$ cat src/rtl/bcw_pkg.sv
package bcw_pkg;
  localparam logic [7:0] OP_BUSRST = 8'h00;
  localparam logic [7:0] OP_WRITE  = 8'h01;
  localparam logic [7:0] OP_READ   = 8'h02;
  localparam logic [7:0] RSP_OK    = 8'hA0;
  localparam logic [7:0] RSP_FAIL  = 8'hAF;

  typedef enum logic [1:0] {
    PS_IDLE,
    PS_ADDR,
    PS_DATA,
    PS_BUS
  } ps_e;
endpackage

$ cat src/rtl/bcw_ctrl.sv
module bcw_ctrl
  import bcw_pkg::*;
#(
  parameter int ADDR_W = 32,
  parameter int DATA_W = 32
) (
  input  logic              clk,
  input  logic              rst_n,
  input  logic [7:0]        in_data,
  input  logic              in_valid,
  input  logic              tx_busy,
  input  logic              fin,
  input  logic              ok,
  input  logic [DATA_W-1:0] rdata,
  output logic              go,
  output logic              abort,
  output logic              we_o,
  output logic [ADDR_W-1:0] adr_o,
  output logic [DATA_W-1:0] dat_o,
  output logic              ld,
  output logic              ld_long,
  output logic [7:0]        ld_code,
  output logic [DATA_W-1:0] ld_data
);
  localparam int NAB  = ADDR_W / 8;
  localparam int NDB  = DATA_W / 8;
  localparam int MAXB = (NAB > NDB) ? NAB : NDB;
  localparam int CW   = $clog2(MAXB) + 1;

  ps_e               st_q, st_d;
  logic [CW-1:0]     cnt_q, cnt_d;
  logic [ADDR_W-1:0] adr_q, adr_d;
  logic [DATA_W-1:0] dat_q, dat_d;
  logic              we_q, we_d;
  logic              adr_en, dat_en, is_rst;

  assign is_rst = (in_data == OP_BUSRST);
  assign adr_en = (st_q == PS_ADDR) && in_valid;
  assign dat_en = (st_q == PS_DATA) && in_valid;
  assign adr_d  = {adr_q[ADDR_W-9:0], in_data};
  assign dat_d  = {dat_q[DATA_W-9:0], in_data};

  always_comb begin
    st_d    = st_q;
    cnt_d   = cnt_q;
    we_d    = we_q;
    go      = 1'b0;
    abort   = 1'b0;
    ld      = 1'b0;
    ld_long = 1'b0;
    ld_code = RSP_OK;
    ld_data = '0;
    case (st_q)
      PS_IDLE: begin
        if (in_valid && !tx_busy) begin
          cnt_d = '0;
          if (in_data == OP_WRITE) begin
            st_d = PS_ADDR;
            we_d = 1'b1;
          end else if (in_data == OP_READ) begin
            st_d = PS_ADDR;
            we_d = 1'b0;
          end else begin
            ld      = 1'b1;
            ld_code = is_rst ? RSP_OK : RSP_FAIL;
          end
        end
      end
      PS_ADDR: begin
        if (in_valid) begin
          cnt_d = cnt_q + 1'b1;
          if (cnt_q == CW'(NAB - 1)) begin
            cnt_d = '0;
            if (we_q) begin
              st_d = PS_DATA;
            end else begin
              st_d = PS_BUS;
              go   = 1'b1;
            end
          end
        end
      end
      PS_DATA: begin
        if (in_valid) begin
          cnt_d = cnt_q + 1'b1;
          if (cnt_q == CW'(NDB - 1)) begin
            cnt_d = '0;
            st_d  = PS_BUS;
            go    = 1'b1;
          end
        end
      end
      PS_BUS: begin
        if (in_valid && is_rst) begin
          abort   = 1'b1;
          ld      = 1'b1;
          ld_code = RSP_OK;
          st_d    = PS_IDLE;
        end else if (fin) begin
          ld      = 1'b1;
          ld_long = !we_q;
          ld_code = ok ? RSP_OK : RSP_FAIL;
          ld_data = ok ? rdata : '0;
          st_d    = PS_IDLE;
        end
      end
      default: st_d = PS_IDLE;
    endcase
  end

  always_ff @(posedge clk or negedge rst_n) begin
    if (!rst_n) begin
      st_q  <= PS_IDLE;
      cnt_q <= '0;
      we_q  <= 1'b0;
    end else begin
      st_q  <= st_d;
      cnt_q <= cnt_d;
      we_q  <= we_d;
    end
  end

  always_ff @(posedge clk or negedge rst_n) begin
    if (!rst_n) begin
      adr_q <= '0;
      dat_q <= '0;
    end else begin
      if (adr_en) adr_q <= adr_d;
      if (dat_en) dat_q <= dat_d;
    end
  end

  assign we_o  = we_q;
  assign adr_o = adr_q;
  assign dat_o = dat_q;
endmodule

$ cat src/rtl/bcw_bus.sv
module bcw_bus #(
  parameter int TIMEOUT = 256
) (
  input  logic clk,
  input  logic rst_n,
  input  logic go,
  input  logic abort,
  input  logic ack_i,
  input  logic err_i,
  input  logic stall_i,
  output logic cyc_o,
  output logic stb_o,
  output logic fin_o,
  output logic ok_o
);
  localparam int TW = $clog2(TIMEOUT + 1);

  logic          cyc_q, cyc_d, stb_q, stb_d;
  logic [TW-1:0] tmo_q, tmo_d;
  logic          tmo_hit, en;

  assign tmo_hit = (tmo_q == TW'(TIMEOUT - 1));
  assign fin_o   = cyc_q && (ack_i || err_i || tmo_hit);
  assign ok_o    = ack_i && !err_i;
  assign en      = go || cyc_q;

  always_comb begin
    cyc_d = cyc_q;
    stb_d = stb_q;
    tmo_d = tmo_q;
    if (go) begin
      cyc_d = 1'b1;
      stb_d = 1'b1;
      tmo_d = '0;
    end else if (abort || fin_o) begin
      cyc_d = 1'b0;
      stb_d = 1'b0;
      tmo_d = '0;
    end else begin
      tmo_d = tmo_q + 1'b1;
      if (stb_q && !stall_i) stb_d = 1'b0;
    end
  end

  always_ff @(posedge clk or negedge rst_n) begin
    if (!rst_n) begin
      cyc_q <= 1'b0;
      stb_q <= 1'b0;
      tmo_q <= '0;
    end else if (en) begin
      cyc_q <= cyc_d;
      stb_q <= stb_d;
      tmo_q <= tmo_d;
    end
  end

  assign cyc_o = cyc_q;
  assign stb_o = stb_q;
endmodule

$ cat src/rtl/bcw_resp.sv
module bcw_resp #(
  parameter int DATA_W = 32
) (
  input  logic              clk,
  input  logic              rst_n,
  input  logic              ld,
  input  logic              ld_long,
  input  logic [7:0]        ld_code,
  input  logic [DATA_W-1:0] ld_data,
  input  logic              out_ready,
  output logic [7:0]        out_data,
  output logic              out_valid,
  output logic              busy
);
  localparam int BW = DATA_W + 8;
  localparam int NB = DATA_W / 8 + 1;
  localparam int NW = $clog2(NB + 1);

  logic [BW-1:0] sh_q, sh_d;
  logic [NW-1:0] n_q, n_d;
  logic          pop, en;

  assign out_valid = (n_q != '0);
  assign pop       = out_valid && out_ready;
  assign en        = ld || pop;

  always_comb begin
    sh_d = sh_q;
    n_d  = n_q;
    if (ld) begin
      sh_d = ld_long ? {ld_data, ld_code} : {ld_code, {DATA_W{1'b0}}};
      n_d  = ld_long ? NW'(NB) : NW'(1);
    end else if (pop) begin
      sh_d = {sh_q[BW-9:0], 8'h00};
      n_d  = n_q - 1'b1;
    end
  end

  always_ff @(posedge clk or negedge rst_n) begin
    if (!rst_n) begin
      sh_q <= '0;
      n_q  <= '0;
    end else if (en) begin
      sh_q <= sh_d;
      n_q  <= n_d;
    end
  end

  assign out_data = sh_q[BW-1 -: 8];
  assign busy     = out_valid;
endmodule

$ cat src/rtl/bytecmd_wb_master.sv
module bytecmd_wb_master #(
  parameter int ADDR_W  = 32,
  parameter int DATA_W  = 32,
  parameter int TIMEOUT = 256
) (
  input  logic                clk,
  input  logic                rst_n,
  input  logic [7:0]          in_data,
  input  logic                in_valid,
  output logic [7:0]          out_data,
  output logic                out_valid,
  input  logic                out_ready,
  output logic                wb_cyc_o,
  output logic                wb_stb_o,
  output logic                wb_we_o,
  output logic [ADDR_W-1:0]   wb_adr_o,
  output logic [DATA_W-1:0]   wb_dat_o,
  output logic [DATA_W/8-1:0] wb_sel_o,
  input  logic [DATA_W-1:0]   wb_dat_i,
  input  logic                wb_ack_i,
  input  logic                wb_err_i,
  input  logic                wb_stall_i
);
  localparam int SEL_W = DATA_W / 8;

  logic              go, abort, fin, ok, tx_busy;
  logic              ld, ld_long;
  logic [7:0]        ld_code;
  logic [DATA_W-1:0] ld_data;

  bcw_ctrl #(.ADDR_W(ADDR_W), .DATA_W(DATA_W)) u_ctrl (
    .clk(clk), .rst_n(rst_n), .in_data(in_data), .in_valid(in_valid),
    .tx_busy(tx_busy), .fin(fin), .ok(ok), .rdata(wb_dat_i),
    .go(go), .abort(abort), .we_o(wb_we_o), .adr_o(wb_adr_o), .dat_o(wb_dat_o),
    .ld(ld), .ld_long(ld_long), .ld_code(ld_code), .ld_data(ld_data)
  );

  bcw_bus #(.TIMEOUT(TIMEOUT)) u_bus (
    .clk(clk), .rst_n(rst_n), .go(go), .abort(abort),
    .ack_i(wb_ack_i), .err_i(wb_err_i), .stall_i(wb_stall_i),
    .cyc_o(wb_cyc_o), .stb_o(wb_stb_o), .fin_o(fin), .ok_o(ok)
  );

  bcw_resp #(.DATA_W(DATA_W)) u_resp (
    .clk(clk), .rst_n(rst_n), .ld(ld), .ld_long(ld_long), .ld_code(ld_code),
    .ld_data(ld_data), .out_ready(out_ready), .out_data(out_data),
    .out_valid(out_valid), .busy(tx_busy)
  );

  for (genvar g = 0; g < SEL_W; g++) begin : g_sel
    assign wb_sel_o[g] = 1'b1;
  end
endmodule

$ cat config.mk
export PLATFORM = sky130hd
export DESIGN_NAME = bytecmd_wb_master
export DESIGN_NICKNAME = d
export VERILOG_FILES = /design/src/rtl/bcw_pkg.sv /design/src/rtl/bcw_ctrl.sv /design/src/rtl/bcw_bus.sv /design/src/rtl/bcw_resp.sv /design/src/rtl/bytecmd_wb_master.sv
export SDC_FILE = /design/constraint.sdc
export NUM_CORES = 1
export LEC_CHECK = 0
export BUFFER_PORTS_ARGS = -buffer_cell sky130_fd_sc_hd__clkbuf_2
export CORE_MARGIN = 2
export CORE_UTILIZATION = 40
export DETAILED_ROUTE_END_ITERATION = 16
export GPL_ROUTABILITY_DRIVEN = 0
export SYNTH_ARGS = -nofsm -noshare
export SYNTH_HDL_FRONTEND = slang
export SYNTH_SLANG_ARGS = --single-unit
$ cat constraint.sdc
create_clock -name clk -period 4.3 [get_ports clk]
set_clock_uncertainty 0.1 [all_clocks]
set_input_delay 0.43 -clock clk [delete_from_list [all_inputs] [get_ports clk]]
set_output_delay 0.43 -clock clk [all_outputs]
set_load 0.03 [all_outputs]
==> impl_results.md, run 1 <==
- CTS tree: built
- Hpwl dp: 8.354 mm
- # diodes: 0
- Floorplan core area: roughly 13000 um2
- Seq cells post-synth: 118
- Chip height: between 100 and 150 um
- Nets@finish: between 600 and 700
- Clock buffer depth: 2
- Share of cells above drive strength 1: 0.4149
- Clock Sink Count: approximately 120
- PwrDens: between 700 and 800 nW/um2
- Commonest cells after routing, fill and taps aside: clkbuf_2 (121), dfrtp_1 (118), mux2_2 (72), nand3_1 (32), nand2_1 (23)
- CP Max Fanout: 67
- DR pass1 iterations: 4
- Via count: roughly 3700
- Vias in the first global route: 3740
- Max-Cap Viols: 0
- Reg clk slew, reported paths: around 0.060 ns
- H-tree depth: 4
- Worst-margin pin slew: approximately 1.2 ns
- Antenna violation net count after detailed routing: 0
- Unrepaired setup endpoints after global routing: no
- Minimum clock period: around 2.8 ns
- Async SR Flop Fraction: 1.000
- Syn avg cell area: 12.00 um2
- Overall Power: roughly 5.3 mW
- Root buf cell: clkbuf_16
- Final Max Slew Viols: 0
- Pin count of the biggest net entering global routing: 68
- GR Util All Layers: 0.1676
- Prevailing post-synth register cell: dfrtp_1
- Critical Path RT: roughly 4.5 ns
- Slew margin rel.: 0.1717
- Vias/cell: between 4 and 5
- Min-delay worst type: input pin to flip-flop
- Synth-to-layout area growth: 25.36%
- Synth warn: 0
- Pleak: 3.198 nW
- Fraction of the yosys area taken by sequential cells: 0.5517
- Ports: ~130
- Wirelength per Cell: 15.50 um
- Synth Instances: ~450
- Setup TNS: 0 ns
- GRT overflow: 0
- Commonest non-fill, non-tap cell in the layout: clkbuf_2
- Post-Route WL: ~12 mm
- Endpoint type of the worst setup path: flip-flop
- DRC Markers: 0
- Status: finished, final reports clean
- Row cnt: 42
- TritonCTS buffer count: 17
- Number of synthesized flops with an enable pin: 0
- Critical path type: flip-flop to flip-flop
- DR iter-0 viols: ~210
- FMAX: 358.5 MHz
- Antenna violations before repair: 0
- Tcrit/Tclk final: 0.6487
- Endpoints failing hold: 0
- Synthesized area: ~5400 um2
- Post-synth cell types: 46
- Die width: ~120 um
- Arr. time, crit path: around 3.0 ns
- Crit start category: flip-flop
- DIE AREA: about 14000 um2
- Clock insertion delay at the later pin of the skew report: around 0.4 ns
- Starting Density: 0.4074
- Peak VDD IR: 304.1 uV
- # setup viols final: 0
- First-pass GRT wire length: 18.84 mm
- PortBufs: 122
## logic make-up (layout without fill, tap and decap cells)
logic type | count (synthesis) | count (layout) | share of synthesized area
compound gates | 66 | 66 | 0.07504
simple gates | 108 | 108 | 0.1029
flops | 118 | 118 | 0.5517
xor+xnor | 9 | 9 | 0.01473
fa+ha+maj | 9 | 9 | 0.02104
mux | 91 | 91 | 0.1870
other cells | 1 | 4 | 0.0007006
buf+inv | 44 | 171 | 0.04698
## registers in the layout (all words and copies together), names as in the netlist
name / count
u_ctrl.adr_o: 32
u_resp.sh_q: 34
u_resp.n_q: 3
u_ctrl.we_o: 1
u_bus.cyc_o: 1
u_bus.stb_o: 1
u_ctrl.dat_o: 32
u_ctrl.st_q: 2
u_bus.tmo_q: 9
u_ctrl.cnt_q: 3
## final timing paths
kind                                start          endpoint  slack (ns)  cells past startpoint
min                           wb_dat_i[1]    u_resp.sh_q[9]        0.15                      3
min reg2reg                u_bus.tmo_q[8]    u_bus.tmo_q[8]        0.39                      2
min in group asynchronous           rst_n  u_ctrl.adr_o[26]        0.45                      2
max in group asynchronous           rst_n   u_ctrl.dat_o[4]        2.63                      3
max reg2reg                u_bus.tmo_q[0]   u_resp.sh_q[34]        1.51                      9
max                        u_bus.tmo_q[0]   u_resp.sh_q[34]        1.51                      9
## timing repair
action,in CTS,in global routing
resized for setup,0,0
setup buffers,0,0
hold endpoints to repair,40,0
hold buffers,1,0
## metal layers
| metal | vias to the layer above | share of wire | routed length [um] | GRT usage |
|---|---|---|---|---|
| met5 | - | 0 | 0 | 0 |
| met4 | 0 | 0.012 | 136 | 0.05294 |
| met3 | 12 | 0.039 | 460 | 0.03945 |
| met2 | 88 | 0.48 | 5593 | 0.2704 |
| met1 | 1845 | 0.47 | 5467 | 0.2245 |
| li1 | 1801 | - | - | - |
## per-stage QoR
| stage | std cells | hold slack (ns) | setup WS, ns | area [um2] | util |
|---|---|---|---|---|---|
| detailed placement | 719 | 0.3566 | 1.494 | 6053 | 0.4608 |
| global route | 752 | 0.1385 | 1.199 | 6710 | 0.5108 |
| finish | 752 | 0.1499 | 1.511 | 6710 | 0.5108 |
| CTS | 752 | 0.1373 | 1.517 | 6710 | 0.5108 |
| global placement | 719 | 0.3424 | 1.616 | 6053 | 0.4608 |
| floorplan | 449 | 0.03441 | 2.022 | 5364 | - |
## power by group
group	switching (mW)	internal [mW]	total, mW	leakage, nW
clock	0.501	1.04	1.55	0.307
sequential	0.270	1.49	1.76	1.50
combinational	1.24	0.733	1.97	1.39
## cell type report
type | count | area (um2)
fill | 1186 | 6427
sequential | 118 | 2953
multi-input combinational | 287 | 2181
timing repair buffer | 130 | 675.6
clock buffer | 20 | 446.7
tap | 176 | 220.2
clock inverter | 12 | 200.2
inverter | 9 | 33.78
## cells in the mapped netlist (2+ instances only)
master,n,area (um2)
clkbuf_1,8,30.03
buf_1,7,26.28
nand3_1,32,160.2
inv_1,9,33.78
nand2b_1,5,31.28
nor3_1,4,20.02
and3_1,4,25.02
mux2_2,72,810.8
buf_2,3,15.01
xnor2_1,7,61.31
nor2_1,21,78.83
o21ai_0,16,80.08
dfrtp_1,118,2953
buf_6,5,56.30
a21oi_1,17,85.08
xor2_1,2,17.52
or4_1,2,15.01
a31oi_1,2,12.51
o21ai_1,18,90.09
and2_1,2,12.51
nor2b_1,4,25.02
a41oi_1,2,17.52
ha_1,9,112.6
mux2i_1,19,190.2
buf_4,12,90.09
nand2_1,23,86.33
nand4_1,4,25.02
## critical path, stage by stage, from the launching register on
cell      delay, ns
dfrtp_1        0.39
ha_1           0.17
nand3_1        0.12
nor3_1         0.23
ha_1           0.21
o311ai_2       0.20
a31oi_4        0.17
buf_4          0.52
a21boi_1       0.39
a21oi_1        0.13
No activity file was read; power rests on OpenSTA's default activity.
==> run 2, diff against run 1 <==
clock period = 2.3 ns   (was 4.3 ns; I/O delays follow)
==> run 2 against run 1 <==
Effect of this change:
- global-route usage grew 0.28 points
- final cell count rose by 6.6%
- die area unchanged
- utilization rose by 4.0 points
- maximum frequency rose by 28%
- non-clock buffer count up 50
- critical path depth is the same
- routed wire length increased by 5.1%
- cell area up 7.9%
- combinational power rose by 95%
==> impl_results.md, run 2 (synthesis gave the netlist of run 1 again) <==
- Placed insts: 734 (+2.1%)
- Ports: 127 (unchanged)
- Hpwl dp: 8.292 mm (-0.74%)
- Root buf cell: clkbuf_16
- Pleak: 3.431 nW (+7.3%)
- Die width: 119.7 um (unchanged)
- Crit path from: u_bus.tmo_q[0]
- Tcrit/Tclk final: 0.9465 (+0.2978)
- Slew margin rel.: 0.6654 (+0.4937)
- Peak VDD IR: 657.6 uV (+120%)
- DRC Markers: 0 (unchanged)
- Largest register FFs: 34 (unchanged)
- Floorplan core area: 13140 um2 (unchanged)
- RR Endpoint: u_resp.sh_q[39]
- # diodes: 0 (unchanged)
- Antenna violations before repair: 0 (unchanged)
- Minimum clock period: 2.177 ns (-0.6124 ns)
- # setup viols final: 0 (unchanged)
- Share of cells above drive strength 1: 0.4233 (+0.008392)
- DR pass1 iterations: 5 (+1)
- Worst-margin pin slew: 0.5019 ns (-0.7375 ns)
- Post-Route WL: 12.26 mm (+5.1%)
- PwrDens: 1337 nW/um2 (+70%)
- Endpoint type of the worst setup path: flip-flop
- Starting Density: 0.4074 (unchanged)
- CP Max Fanout: 5 (-93%)
- GRT overflow: 0 (unchanged)
- Commonest cells after routing, fill and taps aside: clkbuf_2 (121), dfrtp_1 (118), mux2_2 (72), nand3_1 (31), dlygate4sd3_1 (31)
- Status: finished, final reports clean
- Chip height: 119.7 um (unchanged)
- Clock buffer depth: 2 (unchanged)
- Critical path type: flip-flop to flip-flop
- FMAX: 459.3 MHz (+28%)
- GR Util All Layers: 0.1704 (+0.002817)
- CTS tree: built
- Pin count of the biggest net entering global routing: 67 (-1.5%)
- Arr. time, crit path: 2.37 ns (-0.58 ns)
- Nets@finish: 669 (+8.1%)
- Crit start category: flip-flop
- Via count: 4069 (+8.6%)
- Critical Path End: u_resp.sh_q[39]
- Unrepaired setup endpoints after global routing: no
- Vias/cell: 5.074 (+1.9%)
- PortBufs: 122 (unchanged)
- DR iter-0 viols: 238 (+12%)
- Critical register-to-register path startpoint: u_bus.tmo_q[0]
- Final Instance Count excl. Fillers: 802 (+6.6%)
- Commonest non-fill, non-tap cell in the layout: clkbuf_2
- Max-Cap Viols: 0 (unchanged)
- TritonCTS buffer count: 17 (unchanged)
- Clock Sink Count: 118 (unchanged)
- Final Max Slew Viols: 0 (unchanged)
- Wirelength per Cell: 15.28 um (-1.4%)
- Reg clk slew, reported paths: 0.05 ns (about the same)
- First-pass GRT wire length: 19.08 mm (+1.2%)
- Row cnt: 42 (unchanged)
- Clock insertion delay at the later pin of the skew report: 0.41 ns (about the same)
- R2r worst-path depth: 9 (unchanged)
- Vias in the first global route: 3818 (+2.1%)
- Hold slack final: 0.02709 ns (-0.1228 ns)
- H-tree depth: 4 (unchanged)
- Biggest register: u_resp.sh_q
- Critical Path RT: 2.49 ns (-1.97 ns)
- Antenna violation net count after detailed routing: 0 (unchanged)
- Endpoints failing hold: 0 (unchanged)
- Synth-to-layout area growth: 35.25%
- Min-delay worst type: input pin to flip-flop
- DIE AREA: 14320 um2 (unchanged)
- R2r setup slk: 0.12 ns (-1.39 ns)
-- run 2: what timing repair did --
item                                   CTS  global route
pin swaps                                1             8
setup buffers                            0             3
hold buffers                            31             0
endpoints found under the hold margin   66             0
gates cloned                             0             2
resized for setup                        2             7
setup endpoints to repair               34            39
-- run 2: cell type report --
| class | count | area (um2) |
|---|---|---|
| fillers | 1138 | 5898 |
| flip-flops and latches | 118 | 2953 |
| multi-input cells | 287 | 2231 |
| repair buffers | 180 | 1224 |
| clock buffers | 23 | 478.0 |
| well taps | 176 | 220.2 |
| clock inverters | 9 | 100.1 |
| inverters | 9 | 33.78 |
-- run 2: per-stage QoR --
step / area, um2 / utilization / worst slack (ns) / TNS [ns] / power, mW
after global routing: 7239 / 0.5510 / 0.01178 / 0 / 10.22
after CTS: 7136 / 0.5431 / 0.03833 / 0 / 9.730
after global placement: 6228 / 0.4741 / -0.02467 / -0.08204 / 7.001
after detailed placement: 6228 / 0.4741 / -0.06531 / -0.5272 / 7.105
after floorplan: 5364 / - / 0.02247 / 0 / 5.947
final: 7239 / 0.5510 / 0.1230 / 0 / 9.679
-- run 2: worst max-delay path, cell delays in order, from the launching register on --
cell      delay, ns
dfrtp_1        0.35
ha_2           0.19
nand3_2        0.09
nor3_2         0.12
ha_2           0.22
o311ai_4       0.15
or3_4          0.45
buf_4          0.15
a21oi_1        0.15
a21oi_1        0.08
-- run 2: where the power goes --
group / internal [mW] / switching [mW] / total, mW / leakage, nW
logic: 1.50 / 2.34 / 3.84 / 1.65
registers: 2.79 / 0.496 / 3.29 / 1.50
clock network: 1.67 / 0.883 / 2.55 / 0.283
-- run 2: metal layers --
metal | track usage | routed length (um)
met1 | 0.2237 | 5529
met2 | 0.2654 | 5816
met3 | 0.04278 | 593
met4 | 0.08015 | 317
met5 | 0 | 0
-- run 2: how the worst min path moves through the flow --
stage               start                to  slack, ns  depth (start not counted)
6_report       in_data[7]   u_ctrl.dat_o[7]       0.03                          2
5_1_grt        in_data[7]   u_ctrl.dat_o[7]       0.02                          2
4_1_cts        wb_stall_i       u_bus.stb_o       0.01                          3
3_5_place_dp        rst_n  u_ctrl.adr_o[26]       0.13                          1
3_3_place_gp        rst_n  u_ctrl.adr_o[26]       0.13                          1
2_1_floorplan       rst_n       u_bus.cyc_o      -0.17                          0
